===== src/rtl/lf_pkg.sv =====
package lf_pkg;
    localparam int LF_REG_W    = 32;
    localparam int LF_WORDS    = 4;
    localparam int LF_OFF_W    = $clog2(LF_WORDS);
    localparam int LF_LINE_LSB = LF_OFF_W + 2;
    localparam int LF_EN_BIT   = 31;
    localparam int LF_INV_BIT  = 24;
    localparam int LF_MODE_LO  = 16;

    typedef struct packed {
        logic       en;
        logic [1:0] mode;
        logic       inval;
    } lf_ctl_t;

    // 1: fetch a whole line, 0: fetch one word
    function automatic logic lf_line_fetch(logic is_instr, logic [1:0] mode,
                                           logic [LF_OFF_W-1:0] off);
        if (!is_instr) return 1'b1;
        unique case (mode)
            2'b00:   return (off != 2'b11);
            2'b01:   return !off[1];
            default: return 1'b1;
        endcase
    endfunction
endpackage


===== src/rtl/lf_ctl_reg.sv =====
module lf_ctl_reg
    import lf_pkg::*;
(
    input  logic                clk,
    input  logic                rst_n,
    input  logic                wr_en,
    input  logic [LF_REG_W-1:0] wr_data,
    output lf_ctl_t             ctl,
    output logic [LF_REG_W-1:0] rd_data
);
    lf_ctl_t c_d, c_q;
    logic    unused_wr_bits;

    assign unused_wr_bits = ^wr_data;

    always_comb begin
        c_d       = c_q;
        c_d.inval = 1'b0;
        if (wr_en) begin
            c_d.en    = wr_data[LF_EN_BIT];
            c_d.mode  = wr_data[LF_MODE_LO +: 2];
            c_d.inval = wr_data[LF_INV_BIT];
        end
    end

    always_ff @(posedge clk or negedge rst_n) begin
        if (!rst_n) c_q <= '0;
        else        c_q <= c_d;
    end

    always_comb begin
        rd_data                   = '0;
        rd_data[LF_EN_BIT]        = c_q.en;
        rd_data[LF_MODE_LO +: 2]  = c_q.mode;
    end

    assign ctl = c_q;
endmodule


===== src/rtl/lf_size_dec.sv =====
module lf_size_dec
    import lf_pkg::*;
(
    input  logic                is_instr,
    input  logic [1:0]          mode,
    input  logic [LF_OFF_W-1:0] off,
    output logic                line,
    output logic [LF_OFF_W-1:0] beats_m1
);
    always_comb begin
        line     = lf_line_fetch(is_instr, mode, off);
        beats_m1 = line ? LF_OFF_W'(LF_WORDS - 1) : '0;
    end
endmodule


===== src/rtl/lf_fill_buf.sv =====
module lf_fill_buf
    import lf_pkg::*;
#(
    parameter int TAG_W  = 28,
    parameter int DATA_W = 32
) (
    input  logic                clk,
    input  logic                rst_n,
    input  logic                load,
    input  logic [TAG_W-1:0]    load_tag,
    input  logic                wr_en,
    input  logic [LF_OFF_W-1:0] wr_idx,
    input  logic [DATA_W-1:0]   wr_data,
    input  logic                set_valid,
    input  logic                clr_valid,
    input  logic [TAG_W-1:0]    lk_tag,
    input  logic [LF_OFF_W-1:0] lk_idx,
    output logic                hit,
    output logic [DATA_W-1:0]   rdata
);
    typedef struct packed {
        logic                             valid;
        logic [TAG_W-1:0]                 tag;
        logic [LF_WORDS-1:0][DATA_W-1:0]  words;
    } fb_t;

    fb_t b_d, b_q;

    always_comb begin
        b_d = b_q;
        if (load) begin
            b_d.valid = 1'b0;
            b_d.tag   = load_tag;
        end
        if (wr_en)     b_d.words[wr_idx] = wr_data;
        if (set_valid) b_d.valid = 1'b1;
        if (clr_valid) b_d.valid = 1'b0;
    end

    always_ff @(posedge clk or negedge rst_n) begin
        if (!rst_n) b_q <= '0;
        else        b_q <= b_d;
    end

    assign hit   = b_q.valid && (b_q.tag == lk_tag);
    assign rdata = b_q.words[lk_idx];
endmodule


===== src/rtl/linefill_ctrl.sv =====
module linefill_ctrl
    import lf_pkg::*;
#(
    parameter int ADDR_W = 32,
    parameter int DATA_W = 32
) (
    input  logic              clk,
    input  logic              rst_n,
    input  logic              ctl_wr_en,
    input  logic [31:0]       ctl_wr_data,
    output logic [31:0]       ctl_rd_data,
    output logic              tag_inval_all,
    input  logic              acc_valid,
    input  logic [ADDR_W-1:0] acc_addr,
    input  logic              acc_instr,
    input  logic              acc_cacheable,
    input  logic              acc_tag_hit,
    output logic              fb_hit,
    output logic [DATA_W-1:0] fb_rdata,
    output logic              miss_done,
    output logic              bus_req,
    output logic              bus_line,
    output logic [ADDR_W-1:0] bus_addr,
    input  logic              bus_ack,
    input  logic [DATA_W-1:0] bus_rdata
);
    localparam int TAG_W = ADDR_W - LF_LINE_LSB;

    typedef struct packed {
        logic                busy;
        logic                line;
        logic                first;
        logic                kill;
        logic [TAG_W-1:0]    tag;
        logic [LF_OFF_W-1:0] off;
        logic [LF_OFF_W-1:0] left;
    } fsm_t;

    fsm_t                s_d, s_q;
    lf_ctl_t             ctl;
    logic                buf_hit;
    logic                dec_line;
    logic [LF_OFF_W-1:0] dec_left;
    logic                start, beat, last;
    logic [TAG_W-1:0]    acc_tag;
    logic [LF_OFF_W-1:0] acc_off;
    logic                unused_addr_lsb;

    assign acc_tag         = acc_addr[ADDR_W-1:LF_LINE_LSB];
    assign acc_off         = acc_addr[LF_LINE_LSB-1:2];
    assign unused_addr_lsb = ^acc_addr[1:0];

    lf_ctl_reg u_ctl (
        .clk     (clk),
        .rst_n   (rst_n),
        .wr_en   (ctl_wr_en),
        .wr_data (ctl_wr_data),
        .ctl     (ctl),
        .rd_data (ctl_rd_data)
    );

    lf_size_dec u_dec (
        .is_instr (acc_instr),
        .mode     (ctl.mode),
        .off      (acc_off),
        .line     (dec_line),
        .beats_m1 (dec_left)
    );

    always_comb begin
        start = !s_q.busy && ctl.en && acc_valid && acc_cacheable
                && !acc_tag_hit && !buf_hit;
        beat  = s_q.busy && bus_ack;
        last  = beat && (s_q.left == '0);
    end

    lf_fill_buf #(.TAG_W(TAG_W), .DATA_W(DATA_W)) u_fb (
        .clk       (clk),
        .rst_n     (rst_n),
        .load      (start && dec_line),
        .load_tag  (acc_tag),
        .wr_en     (beat && s_q.line),
        .wr_idx    (s_q.off),
        .wr_data   (bus_rdata),
        .set_valid (last && s_q.line && !s_q.kill),
        .clr_valid (ctl.inval),
        .lk_tag    (acc_tag),
        .lk_idx    (acc_off),
        .hit       (buf_hit),
        .rdata     (fb_rdata)
    );

    always_comb begin
        s_d = s_q;
        if (start) begin
            s_d.busy  = 1'b1;
            s_d.line  = dec_line;
            s_d.first = 1'b1;
            s_d.kill  = 1'b0;
            s_d.tag   = acc_tag;
            s_d.off   = acc_off;
            s_d.left  = dec_left;
        end
        if (beat) begin
            s_d.first = 1'b0;
            s_d.off   = s_q.off + 1'b1;
            s_d.left  = s_q.left - 1'b1;
            if (last) s_d.busy = 1'b0;
        end
        if (ctl.inval && s_q.busy && s_q.line) s_d.kill = 1'b1;
    end

    always_ff @(posedge clk or negedge rst_n) begin
        if (!rst_n) s_q <= '0;
        else        s_q <= s_d;
    end

    assign fb_hit        = ctl.en && acc_valid && acc_cacheable && buf_hit;
    assign miss_done     = beat && s_q.first;
    assign bus_req       = s_q.busy;
    assign bus_line      = s_q.line;
    assign bus_addr      = {s_q.tag, s_q.off, 2'b00};
    assign tag_inval_all = ctl.inval;
endmodule


===== config.mk =====
export PLATFORM = sky130hd
export DESIGN_NAME = linefill_ctrl
export DESIGN_NICKNAME = d
export VERILOG_FILES = /design/src/rtl/lf_pkg.sv /design/src/rtl/lf_ctl_reg.sv /design/src/rtl/lf_size_dec.sv /design/src/rtl/lf_fill_buf.sv /design/src/rtl/linefill_ctrl.sv
export SDC_FILE = /design/constraint.sdc
export NUM_CORES = 1
export LEC_CHECK = 0
export BUFFER_PORTS_ARGS = -buffer_cell sky130_fd_sc_hd__buf_4
export CAP_MARGIN = 20
export CORE_UTILIZATION = 56
export CTS_BUF_LIST = sky130_fd_sc_hd__clkbuf_4 sky130_fd_sc_hd__clkbuf_8
export DETAILED_ROUTE_END_ITERATION = 10
export PLACE_DENSITY = 0.82
export SLEW_MARGIN = 15
export SYNTH_ARGS = -nofsm -noshare
export SYNTH_HDL_FRONTEND = slang
export SYNTH_SLANG_ARGS = --single-unit

===== constraint.sdc =====
create_clock -name clk -period 3.4 [get_ports clk]
set_clock_uncertainty 0.2 [all_clocks]
set_input_delay 0.85 -clock clk [delete_from_list [all_inputs] [get_ports clk]]
set_output_delay 0.85 -clock clk [all_outputs]
set_load 0.02 [all_outputs]

# After elaboration in Yosys (flattened, before gate mapping)
# Index checks and enable logic that the tools add are counted.
# classes
reduce_logical	29
add_sub_neg	2
mux	18
eq_ne	3
n_lt_le_gt_ge	3
# op_table
operator	n
$bwmux 128	1
$bmux 32 s2	1
$demux 32 s2	1
$mux 32	2
$mux 36	1
$mux 29	1
$eq 28x28->1	1
$logic_and 1x1->1	19
$mux 1	8
$lt 2x3->1 const B	2
$logic_not 1->1	5
$logic_not 2->1	2
$mux 4	1
$reduce_bool 2->1	2
$reduce_bool 3->1	1
$add 2x1->2 const B	1
$eq 2x1->1 const B	1
$ge 2x1->1 const B	1
$mux 2	1
$ne 2x2->1 const B	1
$pmux 1 s2	1
$sub 2x1->2 const B	1
# word_totals
reg_bits	197
output_inout_bits	101
input_bits	104
elab_cells	71

# Longest topological paths before layout
# logic_depth
depth_word	10
depth_mapped	7
depth_no_buf	6

# Cells and area by module
# A second synthesis with hierarchy kept.
# hier_totals
hier_cells	592
hier_area_um2	9110.0
# modules_own_cells
mod	instances	cells_each	area_per_inst_um2
lf_fill_buf	1	412	6872.8
linefill_ctrl	1	135	1818.0
lf_ctl_reg	1	41	385.4
lf_size_dec	1	4	33.8

# Worst setup path before layout
# No wires, ideal clock.
# synth_timing
path_type	input to output
start	in acc_addr[2]
end	out fb_rdata[10]
stages	3
path_buffers	2
t_arrival_ns	2.326
setup_slack_ns	0.024
cell_sequence	clkbuf_1 > buf_1 > mux4_2
# synth_between
elab_chain_cells	2
# synth_rtl
item	line_no	rtl
from (decl)	linefill_ctrl.sv:14	input logic [ADDR_W-1:0] acc_addr,
$bmux 32 s2	lf_fill_buf.sv:46	assign rdata = b_q.words[lk_idx];
$mux 32 (not written as such)	lf_fill_buf.sv:46	
to (decl)	linefill_ctrl.sv:19	output logic [DATA_W-1:0] fb_rdata,
# No other way between the ends. The select of a mux whose other input is x is not followed.

# Worst setup path after layout
# layout_timing
start	in acc_addr[27]
end	out fb_hit
# layout_between
elab_chain_cells	3
# layout_rtl
item	line_no	rtl
$eq 28x28->1	lf_fill_buf.sv:45	assign hit = b_q.valid && (b_q.tag == lk_tag);
$logic_and 1x1->1	lf_fill_buf.sv:45	
$logic_and 1x1->1	linefill_ctrl.sv:118	assign fb_hit = ctl.en && acc_valid && acc_cacheable && buf_hit;
to (decl)	linefill_ctrl.sv:18	output logic fb_hit,
# No other way between the ends.

==> impl_metrics.py <==
metrics = {
    "status": {
        "status": "complete, no violations",
    },
    "sta": {
        "tightest_slew_ns": 0.6899,
        "grt_setup_unrepaired": "no",
        "maxSlewViolCount": 0,
        "setup_viol": 0,
        "fin_crit_sh_pct": 92.50,
        "fmax_ghz": 0.3180,
        "fin_tns_setup_ns": 0,
        "timing.final.crit_period_ns": 3.145,
        "max-slew-margin-rel_pct": 54.01,
        "final-hold-violation-count": 0,
    },
    "die": {
        "ios": 205,
        "die_w_um": 128.4,
        "dieArea_um2": 16480,
        "initial_core_util_pct": 58.17,
        "fp.coreArea_um2": 15370,
        "fp.dieH_um": 128.4,
        "rows": 45,
    },
    "cts": {
        "clock-root-buffer": "clkbuf_8",
        "htree_levels": 4,
        "tritoncts": "yes",
        "cts_resized": 0,
        "holdBufCountCts": 0,
        "insertion_delay_ns": 0.47,
        "cts.sink_count": 197,
        "cts_buffers": 17,
        "cts_setup_buffers": 0,
        "cts.reportedPaths.clkPinSlew_ns": 0.09,
        "clk_path_buf_depth": 2,
    },
    "drt": {
        "drt-total-wl_um": 17220,
        "antenna_left": 0,
        "vias": 5003,
        "dr.pass1.iters": 4,
        "drc": 0,
        "vias_per_cell": 5.385,
        "drtIter0Drc": 118,
        "routedWlPerCell_um": 18.54,
    },
    "placed_design": {
        "numPortBuffers": 143,
        "placed_cells": 897,
        "gp_congestion": 0.7356,
        "dpl.hpwl_um": 11990,
    },
    "critical_path": {
        "crit_arrival_ns": 2.09,
        "cp_top_family": "simple AND/OR/NAND/NOR gates",
        "cp_max_fo": 3,
        "r2r_setup_slack_ns": 0.84,
        "r2r-end": "s_q[0]",
        "worst_path_most_repeated_cell": "buf_4",
        "path_buf_inv": 2,
        "critPathSlowestCell": "nor4_2",
        "worstSetupPathType": "in2out",
        "cp-start-kind": "input port",
        "crit_required_ns": 2.35,
        "cp_num_cells": 7,
        "reg2reg_depth": 8,
        "r2r_start": "u_fb.b_q[153]",
        "crit_path_end_kind": "output pin",
        "crit_chain": "buf_4 -> xnor2_1 -> nand4_1 -> nor4_2 -> nand2_1 -> nor2_1 -> buf_4",
        "slowest_delay_ns": 0.42,
    },
    "yosys": {
        "ys_seq_area_share_pct": 55.14,
        "syn_inst": 586,
        "async_reset_ff_share_pct": 100.0,
        "synthFlopType": "dfrtp_1",
        "netlist_area_um2": 8941,
        "ys_seq_elements": 197,
        "ys_types": 30,
        "synth_edf_count": 0,
        "synth_warnings": 0,
        "syn_avg_cell_area_um2": 15.26,
    },
    "grt": {
        "grt_pass1_wl_um": 27880,
        "grt_use_total_pct": 22.51,
        "grt_overflow": 0,
        "antenna_found_initial": 0,
        "grt_start_max_net_pins": 86,
        "grt_pass1_vias": 5473,
    },
    "worst_hold_path": {
        "timing.hold.worst.class": "in2async",
    },
    "finish": {
        "antennaDiodeCount": 0,
        "final_core_util_pct": 67.47,
        "fin_nets": 814,
        "area_growth_pct": 16.00,
        "layout-drive-gt1-share_pct": 54.60,
        "instances_no_fill": 929,
    },
    "power_and_ir_drop": {
        "vdd_drop_max_v": 0.0004720,
        "p_per_area_nw_per_um2": 808.0,
        "power.leakage_nw": 4.881,
        "power_mw": 8.380,
    },
    "job": {
        "max_cap_viol_count": 0,
    },
}
## metal layers
| layer | share of wire, % | global-route usage, % | vias to the layer above |
|---|---|---|---|
| li1 | - | - | 2246 |
| met1 | 41 | 27.09 | 2601 |
| met2 | 52 | 39.30 | 135 |
| met3 | 4.8 | 5.863 | 21 |
| met4 | 1.8 | 7.820 | 0 |
| met5 | 0 | 0 | - |
## layout make-up
class	count	area (um2)
inverters	6	22.52
well taps	211	264.0
clock buffers	19	255.2
multi-input cells	326	3541
clock inverters	13	123.9
flip-flops and latches	197	4930
repair buffers	157	1235
fillers	1077	5000
## synth_stat cells, types with 2 or more instances
cell type	n	area (um2)
buf_4	64	480.5
mux2_1	24	270.3
nor4_2	2	25.02
nor2_1	6	22.52
nand2_1	9	33.78
o21ai_0	2	10.01
ha_1	5	62.56
mux4_2	32	720.7
buf_1	16	60.06
nand4_1	6	37.54
nand3_1	3	15.01
clkbuf_1	4	15.01
a221o_1	2	20.02
a211o_1	2	17.52
dfrtp_1	197	4930
mux2_2	163	1836
and3_1	2	12.51
inv_1	6	22.52
xnor2_1	28	245.2
buf_2	3	15.01
## kinds of logic (layout without fill, tap and decap cells)
| logic type | after synthesis | count (layout) | synth area share, % |
|---|---|---|---|
| AND/OR/NAND/NOR | 31 | 31 | 1.875 |
| other | 1 | 31 | 0.04194 |
| flip-flops | 197 | 197 | 55.14 |
| AO/OA/AOI/OAI | 12 | 12 | 1.260 |
| adder cells (fa/ha/maj) | 5 | 5 | 0.6997 |
| XOR/XNOR | 28 | 28 | 2.743 |
| multiplexers | 219 | 219 | 31.61 |
| buffers and inverters | 93 | 195 | 6.633 |
## through the flow
step | hold WS (ns) | setup slack, ns | cell area (um2)
finish | 0.2144 | 0.2552 | 10370
detailed placement | 0.2854 | 0.2388 | 9992
global route | 0.2445 | 0.1525 | 10370
floorplan | 0.2571 | 0.02413 | 9054
global placement | 0.2697 | 0.2650 | 9992
CTS | 0.2226 | 0.2229 | 10370
## registers in the layout, summed over array words and instances, names as in the netlist
name,flops
bus_addr,30
bus_line,1
bus_req,1
s_q,4
u_ctl.ctl,4
u_fb.b_q,157
## worst max path at each step
stage / from / to / slack [ns]
CTS: acc_addr[27] / fb_hit / 0.22
global placement: acc_addr[20] / fb_hit / 0.26
detailed placement: acc_addr[27] / fb_hit / 0.24
floorplan: acc_addr[2] / fb_rdata[10] / 0.02
finish: acc_addr[27] / fb_hit / 0.26
global route: acc_addr[7] / fb_hit / 0.15
## cell usage in the layout, fill, tap and decap left out, types with 2 or more instances in the layout
cell,Yosys,final
nand2_1,9,5
nand2_2,0,4
ha_1,5,5
a221o_1,2,2
nand4_1,6,6
nor4_2,2,2
inv_6,0,3
inv_1,6,6
dfrtp_1,197,197
o21ai_0,2,2
conb_1,1,31
clkinvlp_4,0,5
and3_1,2,2
clkinv_2,0,2
clkbuf_8,0,19
mux2_1,24,24
buf_12,0,4
nand3_1,3,3
a211o_1,2,2
nor2_1,6,6
xnor2_1,28,28
mux2_2,163,163
buf_4,64,152
mux4_2,32,32
## worst reg2reg max path: stages, from the launching register on
cell       delay [ns]
dfrtp_1          0.40
xnor2_1          0.14
nand4_1          0.16
nor4_2           0.06
buf_4            0.14
a2111oi_4        0.36
buf_4            0.46
a21oi_1          0.19
a211o_1          0.33
## where the power goes
group / internal, mW / switching (mW) / total [mW]
Sequential: 3.37 / 0.569 / 3.94
Combinational: 1.70 / 1.31 / 3.01
Clock: 0.616 / 0.818 / 1.43
Total: 5.68 / 2.70 / 8.38
No activity file was read; power rests on OpenSTA's default activity.
